**config.mk**
```make
export PLATFORM = sky130hd
export DESIGN_NAME = instr_seq
export DESIGN_NICKNAME = d
export VERILOG_FILES = /design/src/rtl/instr_seq_pkg.sv /design/src/rtl/seq_pc_step.sv /design/src/rtl/seq_irq_hold.sv /design/src/rtl/seq_out_reg.sv /design/src/rtl/instr_seq.sv
export SDC_FILE = /design/constraint.sdc
export NUM_CORES = 1
export LEC_CHECK = 0
export BUFFER_PORTS_ARGS = -buffer_cell sky130_fd_sc_hd__buf_4
export CORE_MARGIN = 2
export CORE_UTILIZATION = 41
export DETAILED_ROUTE_END_ITERATION = 16
export PLACE_DENSITY = 0.73
export SYNTH_ARGS = -nofsm -noshare
export SYNTH_HDL_FRONTEND = slang
export SYNTH_SLANG_ARGS = --single-unit
```
**constraint.sdc**
```tcl
create_clock -name clk -period 1.7 [get_ports clk]
set_clock_uncertainty 0.2 [all_clocks]
set_input_delay 0.085 -clock clk [delete_from_list [all_inputs] [get_ports clk]]
set_output_delay 0.085 -clock clk [all_outputs]
set_load 0.005 [all_outputs]
```
**src/rtl/instr_seq_pkg.sv**
```systemverilog
package instr_seq_pkg;
  localparam int unsigned FIELD_W_DEF  = 3;
  localparam int unsigned OFFSET_W_DEF = 12;
  localparam int unsigned OPC_W_DEF    = 3;
  typedef enum logic [0:0] {BEAT_PLAIN = 1'b0, BEAT_INJECT = 1'b1} beat_kind_e;
endpackage

```
**src/rtl/seq_pc_step.sv**
```systemverilog
module seq_pc_step #(
  parameter int unsigned FIELD_W  = 3,
  parameter int unsigned OFFSET_W = 12,
  localparam int unsigned PC_W    = FIELD_W + OFFSET_W
) (
  input  logic [PC_W-1:0] pc,
  output logic [PC_W-1:0] pc_inc
);
  logic [OFFSET_W-1:0] ofs_inc;
  assign ofs_inc = pc[OFFSET_W-1:0] + OFFSET_W'(1);

  generate
    if (FIELD_W > 0) begin : g_field
      assign pc_inc = {pc[PC_W-1:OFFSET_W], ofs_inc};
    end else begin : g_flat
      assign pc_inc = ofs_inc;
    end
  endgenerate
endmodule

```
**src/rtl/seq_irq_hold.sv**
```systemverilog
module seq_irq_hold (
  input  logic clk,
  input  logic rst,
  input  logic irq,
  input  logic accept,
  output logic take
);
  logic pend;
  assign take = accept & (pend | irq);

  always_ff @(posedge clk) begin
    if (rst)         pend <= 1'b0;
    else if (accept) pend <= 1'b0;
    else             pend <= pend | irq;
  end
endmodule

```
**src/rtl/seq_out_reg.sv**
```systemverilog
module seq_out_reg #(
  parameter int unsigned WORD_W = 12,
  parameter int unsigned PC_W   = 15,
  parameter int unsigned OPC_W  = 3
) (
  input  logic              clk,
  input  logic              rst,
  input  logic              load,
  input  logic [WORD_W-1:0] d_word,
  input  logic [PC_W-1:0]   d_next,
  input  logic [PC_W-1:0]   d_dec,
  input  logic [OPC_W-1:0]  d_opc,
  input  logic              d_fault,
  output logic [WORD_W-1:0] q_word,
  output logic [PC_W-1:0]   q_next,
  output logic [PC_W-1:0]   q_dec,
  output logic [OPC_W-1:0]  q_opc,
  output logic              q_fault
);
  always_ff @(posedge clk) begin
    if (rst) begin
      q_word  <= '0;
      q_next  <= '0;
      q_dec   <= '0;
      q_opc   <= '0;
      q_fault <= 1'b0;
    end else if (load) begin
      q_word  <= d_word;
      q_next  <= d_next;
      q_dec   <= d_dec;
      q_opc   <= d_opc;
      q_fault <= d_fault;
    end
  end
endmodule

```
**src/rtl/instr_seq.sv**
```systemverilog
module instr_seq
  import instr_seq_pkg::*;
#(
  parameter int unsigned FIELD_W  = FIELD_W_DEF,
  parameter int unsigned OFFSET_W = OFFSET_W_DEF,
  parameter int unsigned OPC_W    = OPC_W_DEF,
  parameter logic [OFFSET_W-1:0] CALL_WORD = 12'o4000,
  localparam int unsigned PC_W    = FIELD_W + OFFSET_W,
  localparam int unsigned FSEL_W  = (FIELD_W > 0) ? FIELD_W : 1
) (
  input  logic                clk,
  input  logic                rst,
  input  logic                in_valid,
  output logic                in_ready,
  input  logic [PC_W-1:0]     in_pc,
  input  logic [OFFSET_W-1:0] in_word,
  input  logic                irq,
  input  logic [FSEL_W-1:0]   df,
  input  logic [FSEL_W-1:0]   ifld,
  output logic                out_valid,
  input  logic                out_ready,
  output logic [OFFSET_W-1:0] out_word,
  output logic [PC_W-1:0]     out_next_pc,
  output logic [PC_W-1:0]     out_dec_pc,
  output logic [OPC_W-1:0]    out_opcode,
  output logic                out_fault
);
  logic            accept;
  logic            irq_take;
  beat_kind_e      kind;
  logic [PC_W-1:0] pc_inc;
  logic [OFFSET_W-1:0] eff_word;
  logic [PC_W-1:0]     eff_next;
  logic [PC_W-1:0]     eff_dec;
  logic                eff_fault;

  assign in_ready = !out_valid || out_ready;
  assign accept   = in_valid && in_ready;

  seq_irq_hold u_irq (
    .clk(clk), .rst(rst), .irq(irq), .accept(accept), .take(irq_take)
  );

  seq_pc_step #(.FIELD_W(FIELD_W), .OFFSET_W(OFFSET_W)) u_step (
    .pc(in_pc), .pc_inc(pc_inc)
  );

  assign kind = irq_take ? BEAT_INJECT : BEAT_PLAIN;

  always_comb begin
    unique case (kind)
      BEAT_INJECT: begin
        eff_word  = CALL_WORD;
        eff_next  = in_pc;
        eff_dec   = '0;
        eff_fault = (df != '0) || (ifld != '0);
      end
      default: begin
        eff_word  = in_word;
        eff_next  = pc_inc;
        eff_dec   = in_pc;
        eff_fault = 1'b0;
      end
    endcase
  end

  always_ff @(posedge clk) begin
    if (rst)           out_valid <= 1'b0;
    else if (in_ready) out_valid <= in_valid;
  end

  seq_out_reg #(.WORD_W(OFFSET_W), .PC_W(PC_W), .OPC_W(OPC_W)) u_out (
    .clk(clk), .rst(rst), .load(accept),
    .d_word(eff_word), .d_next(eff_next), .d_dec(eff_dec),
    .d_opc(eff_word[OFFSET_W-1 -: OPC_W]), .d_fault(eff_fault),
    .q_word(out_word), .q_next(out_next_pc), .q_dec(out_dec_pc),
    .q_opc(out_opcode), .q_fault(out_fault)
  );
endmodule

```
==> results.toml <==
[cts]
cts.reportedPaths.clkPinSlew_ns = 0.08
clock_path_buffers = 2
cts_sinks = 45
cts_buffers = 5
cts_tree = "built"
insertion_delay_ns = 0.30
cts-root-buf = "clkbuf_8"
h-tree-depth = 2

[floorplan]
num_io_pins = 86
core-area_mm2 = 0.00432
num_rows = 24
die_area_mm2 = 0.00502
fp.dieH_um = 70.8
initial_core_util_pct = 42.4
die_w_um = 70.8

[yosys]
synth.most_common_cell = "dfxtp_1"
yosysUniqueCellTypes = 38
synth_seq_cells = 45
synth_top_flop_cell = "dfxtp_1"
synth_common_cells = "45 x dfxtp_1, 24 x nand2_1, 19 x a22o_1"
synthTopCellsByArea = "dfxtp_1 49%, a22o_1 9.1%, nand2_1 4.9%"
yosysTopAreaCell = "dfxtp_1"
syn-num-nets = 232
yosysSeqAreaShare_pct = 49.2
synth.avg_cell_area_um2 = 9.54
synth-edff-count = 0
synth_area_mm2 = 0.00183
synthCells = 192
async_flop_share_pct = 0
synth_top_area_share_pct = 49.2
yosysWarnings = 0

[setup_path]
required_ns = 1.71
critPathLaunch = "in_pc[1]"
rr_worst_depth = 4
crit_fanout = 4
critPathCaptureType = "flop"
r2r-start = "u_irq.pend"
path_class = "input pin to flop"
critPathArrivalTime_ns = 1.64
crit_path_start_kind = "input pin"

[final_layout]
drive_above_1_share_pct = 38.7
area_growth_pct = 63.8
multi_input_area_um2 = 851
n_antenna_cell = 0
seqCellArea_um2 = 902
n_fill_cell = 358
nNetsFinal = 352

[timing]
timing.final.crit_period_ns = 1.64
period_share_pct = 96.4
setup_tns_ns = 0
finalHoldViolations = 0
fmax_mhz = 611
worst_pin_slew_ns = 0.340
worst_slack_ns = 0.0620
setup_viol = 0
slew_viol_final = 0
rsz0062_at_grt = "no"
relSlewSlack_pct = 77.3

[place]
gp_congestion = 0.765
dp_hpwl_mm = 3.40
place_ws_ns = -0.0472
portBuffers = 85

[hold_path]
hp-start = "out_ready"
hold_depth = 5
min_path_type = "input pin to flop"

[drt]
postRouteAntennaNets = 0
wl_per_cell_um = 14.2
vias = 1841
routed_wl_mm = 5.19
drt_pass1_iterations = 5
wl_met2_mm = 2.58
drt_iter0_drc = 141
wl_met1_mm = 2.26
viasPerCell = 5.04
top_layer = "met4"
route.detailed.drc = 0
wl_met3_um = 270

[status]
status = "finished clean"

[grt]
gr-total-overflow = 0
grt_max_degree = 32
grt_pass1_vias = 1769
track_usage_pct = 21.6
grt_pass1_wl_mm = 8.48
antenna_found_initial = 0

[power]
ir_drop_uv = 484
p_leak_nw = 1.33
powerDensity_mw_per_mm2 = 811

[run]
maxCapViolations = 0
-- placed cells by master (no fill, tap or decap), types with 5 or more instances in the layout --
master         count
xor2_1             5
nand3_1           12
a211oi_1           5
a21oi_1           14
clkbuf_8           6
nor2_1            12
nand2_1           24
buf_4             96
a22o_1            19
dlygate4sd3_1     31
dfxtp_1           44
-- flip-flops by register name, summed over array words and instances, names as in the netlist --
| name | cells |
|---|---|
| out_valid | 1 |
| u_irq.pend | 1 |
| u_out.q_dec | 15 |
| u_out.q_fault | 1 |
| u_out.q_next | 15 |
| u_out.q_word | 12 |
-- routing by layer --
layer,vias to the layer above,global-route usage (%)
met5,-,0
met3,5,5.13
met2,54,34.5
met4,0,8.60
li1,928,-
met1,854,28.2
-- logic make-up (layout without fill, tap and decap cells) --
logic type / count (synthesis) / after routing / synth area share, %
DFF: 45 / 45 / 49.2
xor gates and xnor gates: 6 / 6 / 2.87
buffers and inverters: 19 / 140 / 5.19
AOI/OAI and AO/OA: 49 / 49 / 21.4
and+or+nand+nor: 71 / 71 / 20.0
adders and majority gates: 2 / 2 / 1.37
-- worst max-delay path, cell delays in order --
cell	delay, ns
dlygate4sd3_1	0.53
buf_4	0.13
and2_4	0.17
o311ai_4	0.12
or3_1	0.35
a311oi_1	0.25
-- through the flow --
step                util (%)  cells  hold WS [ns]  instance area, um^2  power, mW
finish                  69.4    365       0.00621                 3000       2.43
global placement        58.7    324        0.0940                 2540       1.54
global route            69.4    365        0.0109                 3000       2.55
floorplan                  -    192        0.0105                 1830       1.33
CTS                     69.0    364       0.00519                 2980       2.44
detailed placement      58.7    324        0.0995                 2540       1.55
-- area by class of cell --
class	instances	area share (%)
multi-input combinational	128	28.4
clock buffer	7	2.88
tap	52	2.17
inverter	4	0.500
sequential	45	30.1
timing repair buffer	128	35.0
clock inverter	1	1.00
-- where the power goes --
group	switching (mW)	internal, mW
Combinational	0.192	0.259
Sequential	0.0329	1.11
Clock	0.357	0.479
Total	0.582	1.85
-- path summary, 6_finish.rpt --
| check | to | slack [ns] |
|---|---|---|
| setup / recovery | u_out.q_next[9] | 0.06 |
| hold / removal | out_valid | 0.006 |
| setup reg to reg | u_out.q_next[10] | 0.07 |
| hold reg to reg | u_out.q_dec[12] | 0.26 |
-- what timing repair did --
action	4_1_cts	5_1_grt
resized for setup	0	5
hold endpoints to repair	44	0
hold buffers	31	0
setup buffers	1	1
pin swaps	1	1
setup endpoints to repair	19	16
No activity file was read; power rests on OpenSTA's default activity.
